$ cat config.mk
export PLATFORM = sky130hd
export DESIGN_NAME = qpsk_burst_framer
export DESIGN_NICKNAME = d
export VERILOG_FILES = /design/src/rtl/qbf_pkg.sv /design/src/rtl/qbf_bitclk.sv /design/src/rtl/qbf_mapper.sv /design/src/rtl/qbf_delay.sv /design/src/rtl/qpsk_burst_framer.sv
export SDC_FILE = /design/constraint.sdc
export NUM_CORES = 1
export LEC_CHECK = 0
export BUFFER_PORTS_ARGS = -buffer_cell sky130_fd_sc_hd__buf_2
export CAP_MARGIN = 20
export CORE_ASPECT_RATIO = 2
export CORE_MARGIN = 8
export CORE_UTILIZATION = 60
export CTS_BUF_LIST = sky130_fd_sc_hd__clkbuf_4 sky130_fd_sc_hd__clkbuf_8 sky130_fd_sc_hd__clkbuf_16
export CTS_CLUSTER_DIAMETER = 80
export DETAILED_ROUTE_END_ITERATION = 8
export PLACE_DENSITY = 0.77
export RECOVER_POWER = 25
export SLEW_MARGIN = 0
export SYNTH_ARGS = -nofsm -noshare
export SYNTH_HDL_FRONTEND = slang
export SYNTH_HIERARCHICAL = 1
export SYNTH_SLANG_ARGS = --single-unit
$ cat constraint.sdc
create_clock -name clk -period 3.5 [get_ports clk]
set_input_delay 0.35 -clock clk [delete_from_list [all_inputs] [get_ports clk]]
set_output_delay 0.35 -clock clk [all_outputs]
set_load 0.1 [all_outputs]
$ cat src/rtl/qbf_pkg.sv
package qbf_pkg;
   localparam int PH_W = 3;

   typedef logic [PH_W-1:0] phase_t;

   typedef struct packed {
      logic   win;
      logic   vld;
      logic   ramp;
      phase_t ph;
   } slot_t;

   typedef enum logic [1:0] {
      S_IDLE = 2'd0,
      S_RUP  = 2'd1,
      S_DATA = 2'd2,
      S_RDN  = 2'd3
   } fr_state_e;

   function automatic phase_t dibit_step(input logic [1:0] d);
      case (d)
         2'b00:   return phase_t'(1);
         2'b01:   return phase_t'(3);
         2'b11:   return phase_t'(5);
         default: return phase_t'(7);
      endcase
   endfunction
endpackage

$ cat src/rtl/qbf_bitclk.sv
module qbf_bitclk #(
   parameter int DIV_RATIO = 10,
   parameter bit HAS_DIV   = 1'b1
) (
   input  logic clk,
   input  logic rst_n,
   input  logic div_mode,
   input  logic ext_bclk,
   input  logic fast_clk,
   output logic bclk_lvl,
   output logic rise_tk,
   output logic edge_tk
);
   localparam int HALF  = DIV_RATIO / 2;
   localparam int CNT_W = (HALF > 1) ? $clog2(HALF) : 1;

   logic ext_q, sel, sel_q, div_q;

   always_ff @(posedge clk or negedge rst_n) begin
      if (!rst_n) ext_q <= 1'b0;
      else        ext_q <= ext_bclk;
   end

   generate
      if (HAS_DIV) begin : g_div
         logic             fast_q, fast_q2;
         logic [CNT_W-1:0] cnt;
         always_ff @(posedge clk or negedge rst_n) begin
            if (!rst_n) begin
               fast_q  <= 1'b0;
               fast_q2 <= 1'b0;
               cnt     <= '0;
               div_q   <= 1'b0;
            end else begin
               fast_q  <= fast_clk;
               fast_q2 <= fast_q;
               if (fast_q && !fast_q2) begin
                  if (cnt == CNT_W'(HALF - 1)) begin
                     cnt   <= '0;
                     div_q <= ~div_q;
                  end else begin
                     cnt <= cnt + 1'b1;
                  end
               end
            end
         end
         assign sel = div_mode ? div_q : ext_q;
      end else begin : g_nodiv
         assign div_q = 1'b0;
         assign sel   = ext_q;
      end
   endgenerate

   always_ff @(posedge clk or negedge rst_n) begin
      if (!rst_n) sel_q <= 1'b0;
      else        sel_q <= sel;
   end

   assign bclk_lvl = sel;
   assign rise_tk  = sel & ~sel_q;
   assign edge_tk  = sel ^ sel_q;
endmodule

$ cat src/rtl/qbf_mapper.sv
module qbf_mapper
   import qbf_pkg::*;
(
   input  logic  clk,
   input  logic  rst_n,
   input  logic  rise_tk,
   input  logic  tx_bit,
   input  logic  tx_win,
   output slot_t slot
);
   fr_state_e  st;
   logic [1:0] cnt;
   logic       half, first, win_lvl;
   phase_t     acc, nxt_ph;
   logic       ev_vld, ev_ramp;
   phase_t     ev_ph;

   assign nxt_ph = acc + dibit_step({first, tx_bit});

   always_comb begin
      ev_vld  = 1'b0;
      ev_ramp = (st != S_DATA);
      ev_ph   = acc;
      case (st)
         S_RUP:   ev_vld = tx_win & cnt[0];
         S_DATA:  begin
            ev_vld = tx_win & half;
            ev_ph  = nxt_ph;
         end
         S_RDN:   ev_vld = cnt[0];
         default: ev_vld = 1'b0;
      endcase
   end

   always_ff @(posedge clk or negedge rst_n) begin
      if (!rst_n) begin
         st      <= S_IDLE;
         cnt     <= '0;
         half    <= 1'b0;
         first   <= 1'b0;
         acc     <= '0;
         win_lvl <= 1'b0;
      end else if (rise_tk) begin
         win_lvl <= tx_win;
         case (st)
            S_IDLE: if (tx_win) begin
               st  <= S_RUP;
               cnt <= 2'd1;
               acc <= '0;
            end
            S_RUP: if (!tx_win) begin
               st  <= S_RDN;
               cnt <= 2'd1;
            end else begin
               cnt <= cnt + 2'd1;
               if (cnt == 2'd3) begin
                  st   <= S_DATA;
                  half <= 1'b0;
               end
            end
            S_DATA: if (!tx_win) begin
               st  <= S_RDN;
               cnt <= 2'd1;
            end else if (!half) begin
               first <= tx_bit;
               half  <= 1'b1;
            end else begin
               acc  <= nxt_ph;
               half <= 1'b0;
            end
            default: begin
               cnt <= cnt + 2'd1;
               if (cnt == 2'd3) st <= S_IDLE;
            end
         endcase
      end
   end

   always_comb begin
      if (rise_tk) slot = '{win: tx_win, vld: ev_vld, ramp: ev_ramp, ph: ev_ph};
      else         slot = '{win: win_lvl, vld: 1'b0, ramp: 1'b0, ph: acc};
   end
endmodule

$ cat src/rtl/qbf_delay.sv
module qbf_delay
   import qbf_pkg::*;
#(
   parameter int DEPTH = 25
) (
   input  logic   clk,
   input  logic   rst_n,
   input  logic   shift,
   input  slot_t  din,
   output logic   win_o,
   output logic   stb_o,
   output logic   ramp_o,
   output phase_t ph_o
);
   slot_t [DEPTH:0] line;

   always_ff @(posedge clk or negedge rst_n) begin
      if (!rst_n) begin
         line   <= '0;
         stb_o  <= 1'b0;
         ramp_o <= 1'b0;
         ph_o   <= '0;
      end else begin
         stb_o <= shift & line[DEPTH-1].vld;
         if (shift) begin
            line <= {line[DEPTH-1:0], din};
            if (line[DEPTH-1].vld) begin
               ramp_o <= line[DEPTH-1].ramp;
               ph_o   <= line[DEPTH-1].ph;
            end
         end
      end
   end

   assign win_o = line[DEPTH].win;
endmodule

$ cat src/rtl/qpsk_burst_framer.sv
module qpsk_burst_framer #(
   parameter int DIV_RATIO = 10,
   parameter bit HAS_DIV   = 1'b1,
   parameter int DELAY_Q   = 25
) (
   input  logic       clk,
   input  logic       rst_n,
   input  logic       div_mode,
   input  logic       ext_bclk,
   input  logic       fast_clk,
   input  logic       tx_bit,
   input  logic       tx_win,
   output logic       bclk_mon,
   output logic       burst_o,
   output logic       sym_stb,
   output logic [2:0] sym_phase,
   output logic       sym_ramp
);
   import qbf_pkg::*;

   generate
      if (DIV_RATIO < 2 || (DIV_RATIO % 2) != 0) begin : g_bad_div
         $error("DIV_RATIO must be even and at least 2");
      end
      if (DELAY_Q < 2) begin : g_bad_dly
         $error("DELAY_Q must be at least 2");
      end
      if (PH_W != 3) begin : g_bad_ph
         $error("phase width must be 3 for eight pi/4 states");
      end
   endgenerate

   logic   rise_tk, edge_tk;
   slot_t  slot;
   phase_t ph_w;

   qbf_bitclk #(.DIV_RATIO(DIV_RATIO), .HAS_DIV(HAS_DIV)) u_bitclk (
      .clk      (clk),
      .rst_n    (rst_n),
      .div_mode (div_mode),
      .ext_bclk (ext_bclk),
      .fast_clk (fast_clk),
      .bclk_lvl (bclk_mon),
      .rise_tk  (rise_tk),
      .edge_tk  (edge_tk)
   );

   qbf_mapper u_mapper (
      .clk     (clk),
      .rst_n   (rst_n),
      .rise_tk (rise_tk),
      .tx_bit  (tx_bit),
      .tx_win  (tx_win),
      .slot    (slot)
   );

   qbf_delay #(.DEPTH(DELAY_Q)) u_delay (
      .clk    (clk),
      .rst_n  (rst_n),
      .shift  (edge_tk),
      .din    (slot),
      .win_o  (burst_o),
      .stb_o  (sym_stb),
      .ramp_o (sym_ramp),
      .ph_o   (ph_w)
   );

   assign sym_phase = ph_w;
endmodule

* After elaboration in Yosys (flattened, before gate mapping) *
Index checks and enable logic that the tools add are counted.
W data, S select, Z words.

word-level totals
  memory bits (read-only) = 0
  input bits = 7
  output and inout bits = 7
  latch bits = 0
  memories kept = 0
  logic and storage cells = 180
  register bits = 174
  memory bits (writable) = 0

cells by class
  multiply operators = 0
  div/mod/pow operators = 0
  $lt $le $gt $ge = 0
  shift-type cells = 0
  add/subtract/negate cells = 3
  reduce and logical (&&, ||, !) cells = 14
  eq/ne operators = 15
  mux-type cells = 24
  bitwise logic cells = 8

operators with widths
  cell                   count
  $mux W3                5
  $reduce_and A5 Y1      3
  $mux W2                7
  $pmux W2 S3            2
  $ne A2 B2 Y1 const B   5
  $pmux W3 S3            1
  $eq A2 B2 Y1 const B   4
  $mux W6                1
  $pmux W3 S2            1
  $mux W1                5
  $and A1 B1 Y1          4
  $eq A2 B1 Y1 const B   2
  $logic_not A2 Y1       2
  $ne A2 B1 Y1 const B   2
  $reduce_and A2 Y1      2
  $reduce_and A4 Y1      1
  $reduce_bool A2 Y1     2
  $reduce_bool A4 Y1     1
  $add A3 B1 Y3 const B  1
  $add A3 B3 Y3          1
  $eq A3 B3 Y1 const B   1
  $ne A3 B2 Y1 const B   1
  $not A1 Y1             3
  $pmux W1 S3            1
  6 further kinds        6

* Logic depth before layout (Yosys ltp) *
Gate-level depths: netlist of the first run.

  word-level depth = 6
  depth in mapped cells = 8
  mapped depth without buffers = 8

* Cells and area by module *
Netlist of the first run, hierarchy kept.

modules (own cells, without submodules)
  module      times used  cells each  sequential area each (µm²)  area each (µm²)
  qbf_delay   1           330         3903.7                      6122.1
  qbf_mapper  1           83          250.2                       765.7
  qbf_bitclk  1           29          200.2                       332.8

* Worst setup path after synthesis of the first run *
No wires, ideal clock.

  path type = in2reg
  start = input port div_mode
  end = register u_delay/line[0] (netlist bit)
  path slack = 1340 ps
  cell stages on the path = 7
  library setup time = 125 ps
  required time = 3375 ps
  path buffers = 3
  arrival = 2035 ps
  path through = mux2_2 -> ha_1 -> inv_1 -> buf_6 -> buf_6 -> buf_6 -> mux2_4

on the way
  elaborated cells between the ends (all ways) = 4
  those cells by class = mux: 2; bitwise: 2

RTL lines
  element               line                     RTL
  start, declared       qpsk_burst_framer.sv:8   input logic div_mode,
  $mux W1               qbf_bitclk.sv:47         assign sel = div_mode ? div_q : ext_q;
  $xor A1 B1 Y1         qbf_bitclk.sv:61         assign edge_tk = sel ^ sel_q;
  named net edge_tk     qpsk_burst_framer.sv:33  logic rise_tk, edge_tk;
  end signal, assigned  qbf_delay.sv:26          line <= {line[DEPTH-1:0], din};
  end, declared         qbf_delay.sv:15          slot_t [DEPTH:0] line;

The timed path passes the listed nets, and every way through them passes these cells.
A chain may end at the register's enable or synchronous reset.

* Final worst setup path of the first run *
  start = register u_bitclk.div_q
  end = register u_delay/line[51] (netlist bit)

on the way
  longest elaborated chain between the ends = 2

ends and longest elaborated chain
  element                 line                     RTL
  start, declared         qbf_bitclk.sv:17         logic ext_q, sel, sel_q, div_q;
  start signal, assigned  qbf_bitclk.sv:40         div_q <= ~div_q;
  $mux W1                 qbf_bitclk.sv:47
  $xor A1 B1 Y1           qbf_bitclk.sv:61
  named net edge_tk       qpsk_burst_framer.sv:33

The timed path passes the listed nets, and every way through them passes these cells.

==> results.cfg, run 1 <==
[timing]
fmax_mhz = 417
rsz0062_at_grt = no
finalWorstSetupSlack_ns = 1.10
hold_viol = 0
final.min_clock_period_ns = 2.40
setup_viol = 0
skew_ns = 0.00484
worstMarginPinSlew_ns = 1.26
fin_crit_sh_pct = 68.5
slew_violations = 0
slew_headroom_pct = 16.0
tns_ns = 0

[logic_synthesis]
synth_commonest_cells = dfrtp_1 (174), mux2_4 (86), mux2_2 (72)
yosysWarnings = 6
synth_area_leaders = dfrtp_1 (60%), mux2_4 (18%), mux2_2 (11%)
ys_ff_latch = 174
synth.most_common_cell = dfrtp_1
syn_area_mm2 = 0.00722
synthCells = 442
yosysSeqAreaShare_pct = 60.3
syn_nets = 462
synthArstFlopShare_pct = 100
synth.top_cell.area_share_pct = 60.3
synth-edff-count = 0
ys.flop_type = dfrtp_1
synth.largest_area_cell = dfrtp_1
avgSynthCellArea_um2 = 16.3
synth_cell_types = 38

[die]
ios = 14
core_area_mm2 = 0.0118
die_w_um = 93.6
start_util_pct = 61.3
rows = 56
die_h_um = 171
die_area_mm2 = 0.0160

[critical_path]
required_ns = 3.80
start_kind = flip-flop
crit_fanout = 42
arrival_ns = 2.69
crit_type = flip-flop to flip-flop
endpoint_kind = flip-flop

[placement]
dp_slack_ns = 1.04
place_inst = 588
dpl_cell_area_mm2 = 0.00740
port_buffers = 13
hpwl_um = 6690
gp_congestion = 0.773

[clocking]
post-cts-setup-buffers = 0
cts_root_buf = clkbuf_16
clock_sinks = 174
cts_max_path_buffers = 2
cts_tree = yes
path_clk_slew_ns = 0.06
cts_buffers = 17
h-tree-depth = 4
insertion_delay_ns = 0.41

[cells_and_area]
final_area_mm2 = 0.00809
antennaDiodeCount = 0
drive_gt1_share_pct = 45.7
area_growth_pct = 12.0
final_cells = 622
fillCellCount = 791
num-nets-final = 484
seqCellArea_mm2 = 0.00435
multiInputGateArea_mm2 = 0.00264
final_util_pct = 68.7

[detailed_routing]
via_per_inst = 5.50
detail-route-antenna-nets = 0
num_vias = 3423
drt_first_pass_iters = 4
avgRoutedWirePerCell_um = 17.5
wirelength_um = 10900
drt-initial-drc-count = 180
drcViolationCount = 0

[status]
outcome = finished clean

[hold_path]
hp-class = primary input to flip-flop

[grt]
grt_pass1_vias = 3807
grtUsageTotal_pct = 15.3
grt_pass1_wl_um = 19100
antenna_found_initial = 0
grt_max_degree = 115
grt.overflow.total = 0

[power]
vdd.ir_drop.worst_mv = 0.530
leakagePower_nw = 3.98
powerDensity_mw_per_mm2 = 1030

[run]
max_cap_viol_count = 0
## what timing repair did
item,CTS,global route
endpoints found under the hold margin,0,21
setup endpoints to repair,0,0
hold buffers,0,1
gates resized for setup,0,0
## final cells by class
type	instances	area share (%)
clock inverter	13	2.58
clock buffer	19	5.60
sequential	174	53.8
timing repair buffer	22	2.21
multi-input combinational	232	32.7
inverter	17	0.851
tap	145	2.24
## flip-flops by register name, summed over array words and instances, names as in the netlist
register,count
u_mapper/first,1
u_mapper/half,1
u_mapper/cnt,2
u_bitclk/g_div.cnt,3
u_bitclk/g_div.fast_q2,1
u_delay/ph_o,3
u_mapper/st,2
u_bitclk/g_div.fast_q,1
u_delay/line,150
u_delay/stb_o,1
u_delay/ramp_o,1
u_mapper/win_lvl,1
u_bitclk/sel_q,1
u_bitclk/ext_q,1
u_bitclk/div_q,1
u_mapper/acc,3
u_delay/win_o,1
## layer usage
| metal | vias up | global-route usage, % | wire length, um |
|---|---|---|---|
| met4 | 0 | 5.70 | 170 |
| met2 | 32 | 26.3 | 6020 |
| met5 | - | 0 | 0 |
| met1 | 1810 | 17.6 | 4420 |
| li1 | 1570 | - | - |
| met3 | 11 | 4.04 | 249 |
## where the power goes
| group | internal (W) | leakage [nW] | switching (W) | total, W |
|---|---|---|---|---|
| combinational | 0.00172 | 1.47 | 0.00112 | 0.00284 |
| sequential | 0.00287 | 2.20 | 0.000501 | 0.00337 |
| clock | 0.00131 | 0.316 | 0.000768 | 0.00208 |
| total | 0.00590 | 3.98 | 0.00239 | 0.00829 |
## stage by stage
stage                     power, W  hold slack, ns
final                      0.00829          0.0367
after global routing       0.00877          0.0121
after CTS                  0.00837          0.0204
after detailed placement   0.00624           0.398
after global placement     0.00607           0.391
after floorplan            0.00578          0.0544
## cells by family after synthesis
family	after synthesis	share of synthesized area (%)
buffers and inverters	36	3.10
adders and majority gates	13	2.36
muxes	160	29.4
and+or+nand+nor	33	2.41
AOI/OAI and AO/OA	23	2.06
xor gates and xnor gates	3	0.364
DFF	174	60.3
## worst max-delay path, stage by stage (launching register included)
cell,delay (ns)
dfrtp_1,0.39
mux2_1,0.33
ha_1,0.36
inv_6,0.39
buf_4,0.40
mux2_2,0.39
## layout by cell type, fill, tap and decap left out, drive strengths merged
cell type	n
mux2i	1
dlygate4sd3	1
o21ai	13
buf	20
a211oi	1
clkinv	3
nand3	5
xor2	1
nand2b	3
fa	1
nor2b	1
a21o	1
o221ai	1
mux2	159
xnor2	2
nor2	7
and2b	2
bufinv	5
dfrtp	174
inv	19
clkbuf	20
nand4	2
nand2	10
o41ai	2
ha	12
a32oi	1
nor3b	1
a21oi	3
nand4b	1
o211a	1
and3	1
clkinvlp	3
## worst paths after layout
path,startpoint,end,slack [ns],depth (start not counted)
worst max register to register,u_bitclk/div_q,u_delay/line[51],1.10,5
worst min-delay path,fast_clk,u_bitclk/g_div.fast_q,0.04,1
min in group asynchronous,rst_n,u_delay/line[137],0.73,2
max in group asynchronous,rst_n,u_delay/line[129],1.38,4
worst max-delay path,u_bitclk/div_q,u_delay/line[51],1.10,5
worst min register to register,u_bitclk/g_div.fast_q,u_bitclk/g_div.fast_q2,0.41,0
(Power assumes the default switching activity.)
==> run 2: changes to the inputs <==
--- a/config.mk
+++ b/config.mk
@@ -9,11 +9,11 @@
 export CAP_MARGIN = 20
 export CORE_ASPECT_RATIO = 2
 export CORE_MARGIN = 8
-export CORE_UTILIZATION = 60
+export CORE_UTILIZATION = 56
 export CTS_BUF_LIST = sky130_fd_sc_hd__clkbuf_4 sky130_fd_sc_hd__clkbuf_8 sky130_fd_sc_hd__clkbuf_16
 export CTS_CLUSTER_DIAMETER = 80
 export DETAILED_ROUTE_END_ITERATION = 8
-export PLACE_DENSITY = 0.77
+export PLACE_DENSITY = 0.75
 export RECOVER_POWER = 25
 export SLEW_MARGIN = 0
 export SYNTH_ARGS = -nofsm -noshare
==> constraint.sdc (replaced) <==
create_clock -name clk -period 2.2 [get_ports clk]
set_input_delay 0.22 -clock clk [delete_from_list [all_inputs] [get_ports clk]]
set_output_delay 0.22 -clock clk [all_outputs]
set_load 0.1 [all_outputs]
==> run 2 against run 1 <==
Effect of this change:
- flip-flop and latch count unchanged
- design area up 0.99%
- die area up 6.2%
- utilization down 3.6 points
- non-clock buffer count up 7
- critical path depth unchanged
- largest cell class unchanged
- largest power group unchanged
==> results.cfg, run 2 (synthesis gave the netlist of run 1 again) <==
[critical_path]
start_kind = flip-flop
reg2reg_slack_ns = 0.14
rr_endpoint = u_delay/line[101]
arrival_ns = 2.36
crit_fanout = 41
reg2regPathDepth = 5
required_ns = 2.50
endpoint_kind = flip-flop
crit_type = flip-flop to flip-flop
r2r-start = u_bitclk/div_q

[hold_path]
worstHoldStart = div_mode
min_to = u_bitclk/sel_q
hold-path-cell-count = 2
hp-class = primary input to flip-flop

[grt]
grt.overflow.total = 0
grt_pass1_wl_um = 19100
grt_pass1_vias = 3816
grtUsageTotal_pct = 14.3
grt_max_degree = 59
antenna_found_initial = 0

[timing]
skew_ns = 0.00589
tns_ns = 0
rsz0062_at_grt = no
final.min_clock_period_ns = 2.06
hold_viol = 0
finalWorstSetupSlack_ns = 0.142
fin_crit_sh_pct = 93.6
fmax_mhz = 486
slew_violations = 0
worstMarginPinSlew_ns = 1.45
slew_headroom_pct = 3.60
setup_viol = 0

[die]
core_area_mm2 = 0.0126
rows = 58
die_w_um = 96.3
die_h_um = 177
start_util_pct = 57.5
ios = 14
die_area_mm2 = 0.0170

[clocking]
insertion_delay_ns = 0.42
cts_root_buf = clkbuf_16
path_clk_slew_ns = 0.06
cts_tree = yes
cts_buffers = 17
cts_resized = 0
clock_sinks = 174
cts_max_path_buffers = 2
h-tree-depth = 4

[cells_and_area]
final_area_mm2 = 0.00817
largest_reg_flops = 150
antennaDiodeCount = 0
layout_common_cells = dfrtp_1 (174), mux2_4 (86), mux2_2 (71)
drive_gt1_share_pct = 46.3
area_growth_pct = 13.1
num-nets-final = 491
final_common_cell = dfrtp_1
top_register = u_delay/line

[detailed_routing]
num_vias = 3465
drt-initial-drc-count = 122
via_per_inst = 5.47
detail-route-antenna-nets = 0
drt_first_pass_iters = 4
avgRoutedWirePerCell_um = 17.0
wirelength_um = 10800
drcViolationCount = 0

[power]
combinationalPowerShare_pct = 34.9
leakagePower_nw = 4.02
p_int_w = 0.00949
vdd.ir_drop.worst_mv = 0.967
switchingPower_w = 0.00381
swShare_pct = 28.6
clkPwrFrac_pct = 25.0
seq_power_share_pct = 40.1
powerDensity_mw_per_mm2 = 1630

[status]
outcome = finished clean

[placement]
dp_slack_ns = 0.185
gp_congestion = 0.768
dpl_cell_area_mm2 = 0.00748
hpwl_um = 6810
port_buffers = 13

[run]
max_cap_viol_count = 0
==> run 2: cell types whose count changed in the layout (fill, tap and decap cells not counted), sizes merged <==
cell and change:
buf +5, dlygate4sd3 +2, clkinv -1, clkbuf +1
==> run 2: worst max path at each step <==
stage	from	end	slack [ns]	depth (start not counted)
after floorplan	u_bitclk/div_q	u_delay/line[0]	0.08	7
after global placement	u_mapper/first	u_delay/line[2]	0.24	7
after detailed placement	u_mapper/first	u_delay/line[2]	0.18	7
after CTS	u_mapper/first	u_delay/line[2]	0.18	7
after global routing	u_mapper/st[0]	u_delay/line[4]	0.05	7
final	u_bitclk/div_q	u_delay/line[101]	0.14	5
==> run 2: worst max-delay path, stage by stage, from the launching register on <==
cell and delay (ns):
dfrtp_1 0.39, mux2_1 0.34, ha_1 0.36, inv_6 0.18, buf_12 0.28, mux2_2 0.38
==> run 2: layout make-up <==
class                   instances  area, um^2
flip-flops and latches        174        4350
repair buffers                 29         246
well taps                     150         188
inverters                      17        68.8
multi-input cells             232        2640
clock buffers                  20         460
clock inverters                12         208
fillers                       859        4390
==> run 2: per-stage QoR <==
stage	power, W	std cells	utilization, %	hold WS [ns]
floorplan	0.00920	442	-	-0.0756
global placement	0.00974	599	59.6	0.217
detailed placement	0.0100	599	59.6	0.224
CTS	0.0135	634	65.2	0.0728
global route	0.0141	634	65.1	0.112
finish	0.0133	634	65.1	0.0956
==> run 2: what timing repair did <==
item	CTS	global route
hold endpoints to repair	56	0
hold buffers	3	0
setup buffers	0	0
==> run 2: layer usage <==
metal | up-vias | GRT usage, % | wire length, um
met5 | - | 0 | 0
met4 | 0 | 5.09 | 156
met3 | 14 | 3.32 | 208
met2 | 31 | 23.7 | 5900
met1 | 1832 | 17.7 | 4500
li1 | 1588 | - | -
==> run 2: power groups by stage <==
stage          clock network [W]  logic, W  registers, W
2_1_floorplan                  0   0.00403       0.00517
3_3_place_gp                   0   0.00446       0.00528
3_5_place_dp                   0   0.00464       0.00537
4_1_cts                  0.00340   0.00471       0.00536
5_1_grt                  0.00353   0.00503       0.00551
6_report                 0.00332   0.00464       0.00534
==> run 3: changes to the inputs <==
--- a/config.mk
+++ b/config.mk
@@ -5,6 +5,7 @@
 export SDC_FILE = /design/constraint.sdc
 export NUM_CORES = 1
 export LEC_CHECK = 0
+export ABC_AREA = 1
 export BUFFER_PORTS_ARGS = -buffer_cell sky130_fd_sc_hd__buf_2
 export CAP_MARGIN = 20
 export CORE_ASPECT_RATIO = 2
==> run 3 against run 2 <==
Effect of this change:
- global-route usage is 0.72 points higher
- power is 12% lower
- area after synthesis up 3.2%
- combinational power decreased by 23%
- critical path depth increased by 4
- largest cell class unchanged
- largest power group unchanged
==> results.cfg, run 3 <==
[timing]
slew_headroom_pct = 2.64
fin_crit_sh_pct = 85.4
final.min_clock_period_ns = 1.88
tns_ns = 0
fmax_mhz = 532
skew_ns = 0.0150
setup_viol = 0
slew_violations = 0
hold_viol = 0
worstMarginPinSlew_ns = 1.46
rsz0062_at_grt = no

[clocking]
post-cts-setup-buffers = 0
cts_max_path_buffers = 2
cts_buffers = 17
h-tree-depth = 4
path_clk_slew_ns = 0.06
clock_sinks = 174
insertion_delay_ns = 0.42
cts_root_buf = clkbuf_16
ctsHoldBuffers = 4
cts_resized = 0
cts_tree = yes

[die]
die_w_um = 97.6
start_util_pct = 57.4
core_area_mm2 = 0.0130
ios = 14
die_area_mm2 = 0.0175
die_h_um = 179
rows = 59

[critical_path]
crit_type = primary input to flip-flop
slowest_delay_ns = 0.53
arrival_ns = 2.20
r2r-start = u_mapper/first
worst_path_max_delay_cell = dlygate4sd3_1
required_ns = 2.52
worstPathCellList = dlygate4sd3_1 -> clkbuf_1 -> nor2_1 -> a21oi_4 -> ha_1 -> inv_8 -> buf_12 -> nand2_1 -> o21ai_0
crit_fanout = 47
endpoint_kind = flip-flop
setup.worst_path.start = div_mode
start_kind = primary input

[cells_and_area]
layout_common_cells = nand2_1 (197), inv_1 (176), dfrtp_1 (174)
drive_gt1_share_pct = 13.4
largest_reg_flops = 150
antennaDiodeCount = 0
num-nets-final = 835
final_area_mm2 = 0.00822
final_common_cell = nand2_1
area_growth_pct = 10.2
final_util_pct = 63.2
top_register = u_delay/line

[hold_path]
worstHoldStart = tx_bit
hp-class = primary input to flip-flop

[power]
switchingPower_w = 0.00436
p_int_w = 0.00731
leakagePower_nw = 3.84
clkPwrFrac_pct = 25.8
vdd.ir_drop.worst_mv = 1.12
swShare_pct = 37.4
powerDensity_mw_per_mm2 = 1420
combinationalPowerShare_pct = 30.4
seq_power_share_pct = 43.8

[detailed_routing]
drcViolationCount = 0
avgRoutedWirePerCell_um = 12.3
drt-initial-drc-count = 178
drt_first_pass_iters = 4
detail-route-antenna-nets = 0
via_per_inst = 4.97
wirelength_um = 12100
num_vias = 4868

[placement]
hpwl_um = 7800
gp_congestion = 0.755
port_buffers = 13
dpl_cell_area_mm2 = 0.00759

[logic_synthesis]
yosysWarnings = 6
synth_commonest_cells = nand2_1 (197), inv_1 (177), dfrtp_1 (174)
synth_area_leaders = dfrtp_1 (58%), nand2_1 (9.9%), inv_1 (8.9%)
synth-edff-count = 0
avgSynthCellArea_um2 = 9.31
synth.largest_area_cell = dfrtp_1
syn_nets = 821
ys.flop_type = dfrtp_1
ys_ff_latch = 174
synth.top_cell.area_share_pct = 58.4
syn_area_mm2 = 0.00745
synthCells = 801
yosysSeqAreaShare_pct = 58.4
synth.most_common_cell = nand2_1
synth_cell_types = 23
synthArstFlopShare_pct = 100

[run]
max_cap_viol_count = 0

[grt]
grt_pass1_vias = 4987
grt_pass1_wl_um = 21500
grtUsageTotal_pct = 15.0
grt.overflow.total = 0
grt_max_degree = 59
antenna_found_initial = 0

[status]
outcome = finished clean
[run 3: changes by cell type in the layout (fill, tap and decap cells not counted), sizes merged, moves of 2 or more]
cell	before	now
o21ai	13	162
buf	25	23
nand2b	3	0
and2b	2	0
o41ai	2	0
bufinv	5	2
xnor2	2	0
nand2	10	202
mux2	159	1
inv	19	187
nand3	5	16
a21oi	3	5
nor2	7	9
[run 3: power by group through the flow]
stage / combinational (W) / clock [W] / sequential, W
detailed placement: 0.00354 / 0 / 0.00516
global route: 0.00407 / 0.00320 / 0.00527
CTS: 0.00360 / 0.00308 / 0.00512
floorplan: 0.00280 / 0 / 0.00528
finish: 0.00355 / 0.00301 / 0.00511
global placement: 0.00336 / 0 / 0.00510
[run 3: logic make-up (layout without fill, tap and decap cells)]
kind of cell	Yosys count	after routing	share of synthesized area (%)
buffers and inverters	215	242	13.3
AOI/OAI and AO/OA	168	168	13.3
and+or+nand+nor	230	230	12.5
adders and majority gates	13	13	2.28
DFF	174	174	58.4
muxes	1	1	0.151
[run 3: final cells by class]
cell class / instances / area [um^2]
clock buffers: 19 / 447
clock inverters: 13 / 153
fillers: 1015 / 4780
inverters: 180 / 683
multi-input cells: 412 / 2120
flip-flops and latches: 174 / 4350
well taps: 152 / 190
repair buffers: 30 / 273
[run 3: worst paths after layout]
kind                                          endpoint  slack, ns  depth (start not counted)
worst max register to register         u_delay/line[2]       0.38                         10
min in group asynchronous             u_delay/line[85]       0.69                          2
worst min register to register  u_bitclk/g_div.fast_q2       0.45                          0
max in group asynchronous             u_delay/line[43]       0.43                          3
worst min-delay path                    u_mapper/first       0.14                          3
worst max-delay path                  u_delay/line[76]       0.32                          9
[run 3: worst max-delay path: cells and delay by family]
kind | cells | cell delay, ns
compound gates | 2 | 0.17
fa+ha+maj | 1 | 0.36
buf+inv | 4 | 1.15
simple gates | 2 | 0.28
[run 3: stage by stage]
step	hold slack [ns]	power (W)	worst slack, ns	cells
finish	0.137	0.0117	0.322	980
global route	0.134	0.0125	0.127	980
CTS	0.115	0.0118	0.339	980
detailed placement	0.224	0.00870	0.411	944
global placement	0.222	0.00846	0.449	944
floorplan	-0.0756	0.00809	0.206	801
[run 3: routing by layer]
metal	track usage (%)	up-vias	wire length [um]	part of all wire (%)
met5	0	-	0	0
met4	8.52	0	252	2.1
met3	3.71	16	258	2.1
met2	27.0	61	6620	55
met1	15.6	2333	4960	41
li1	-	2458	-	-
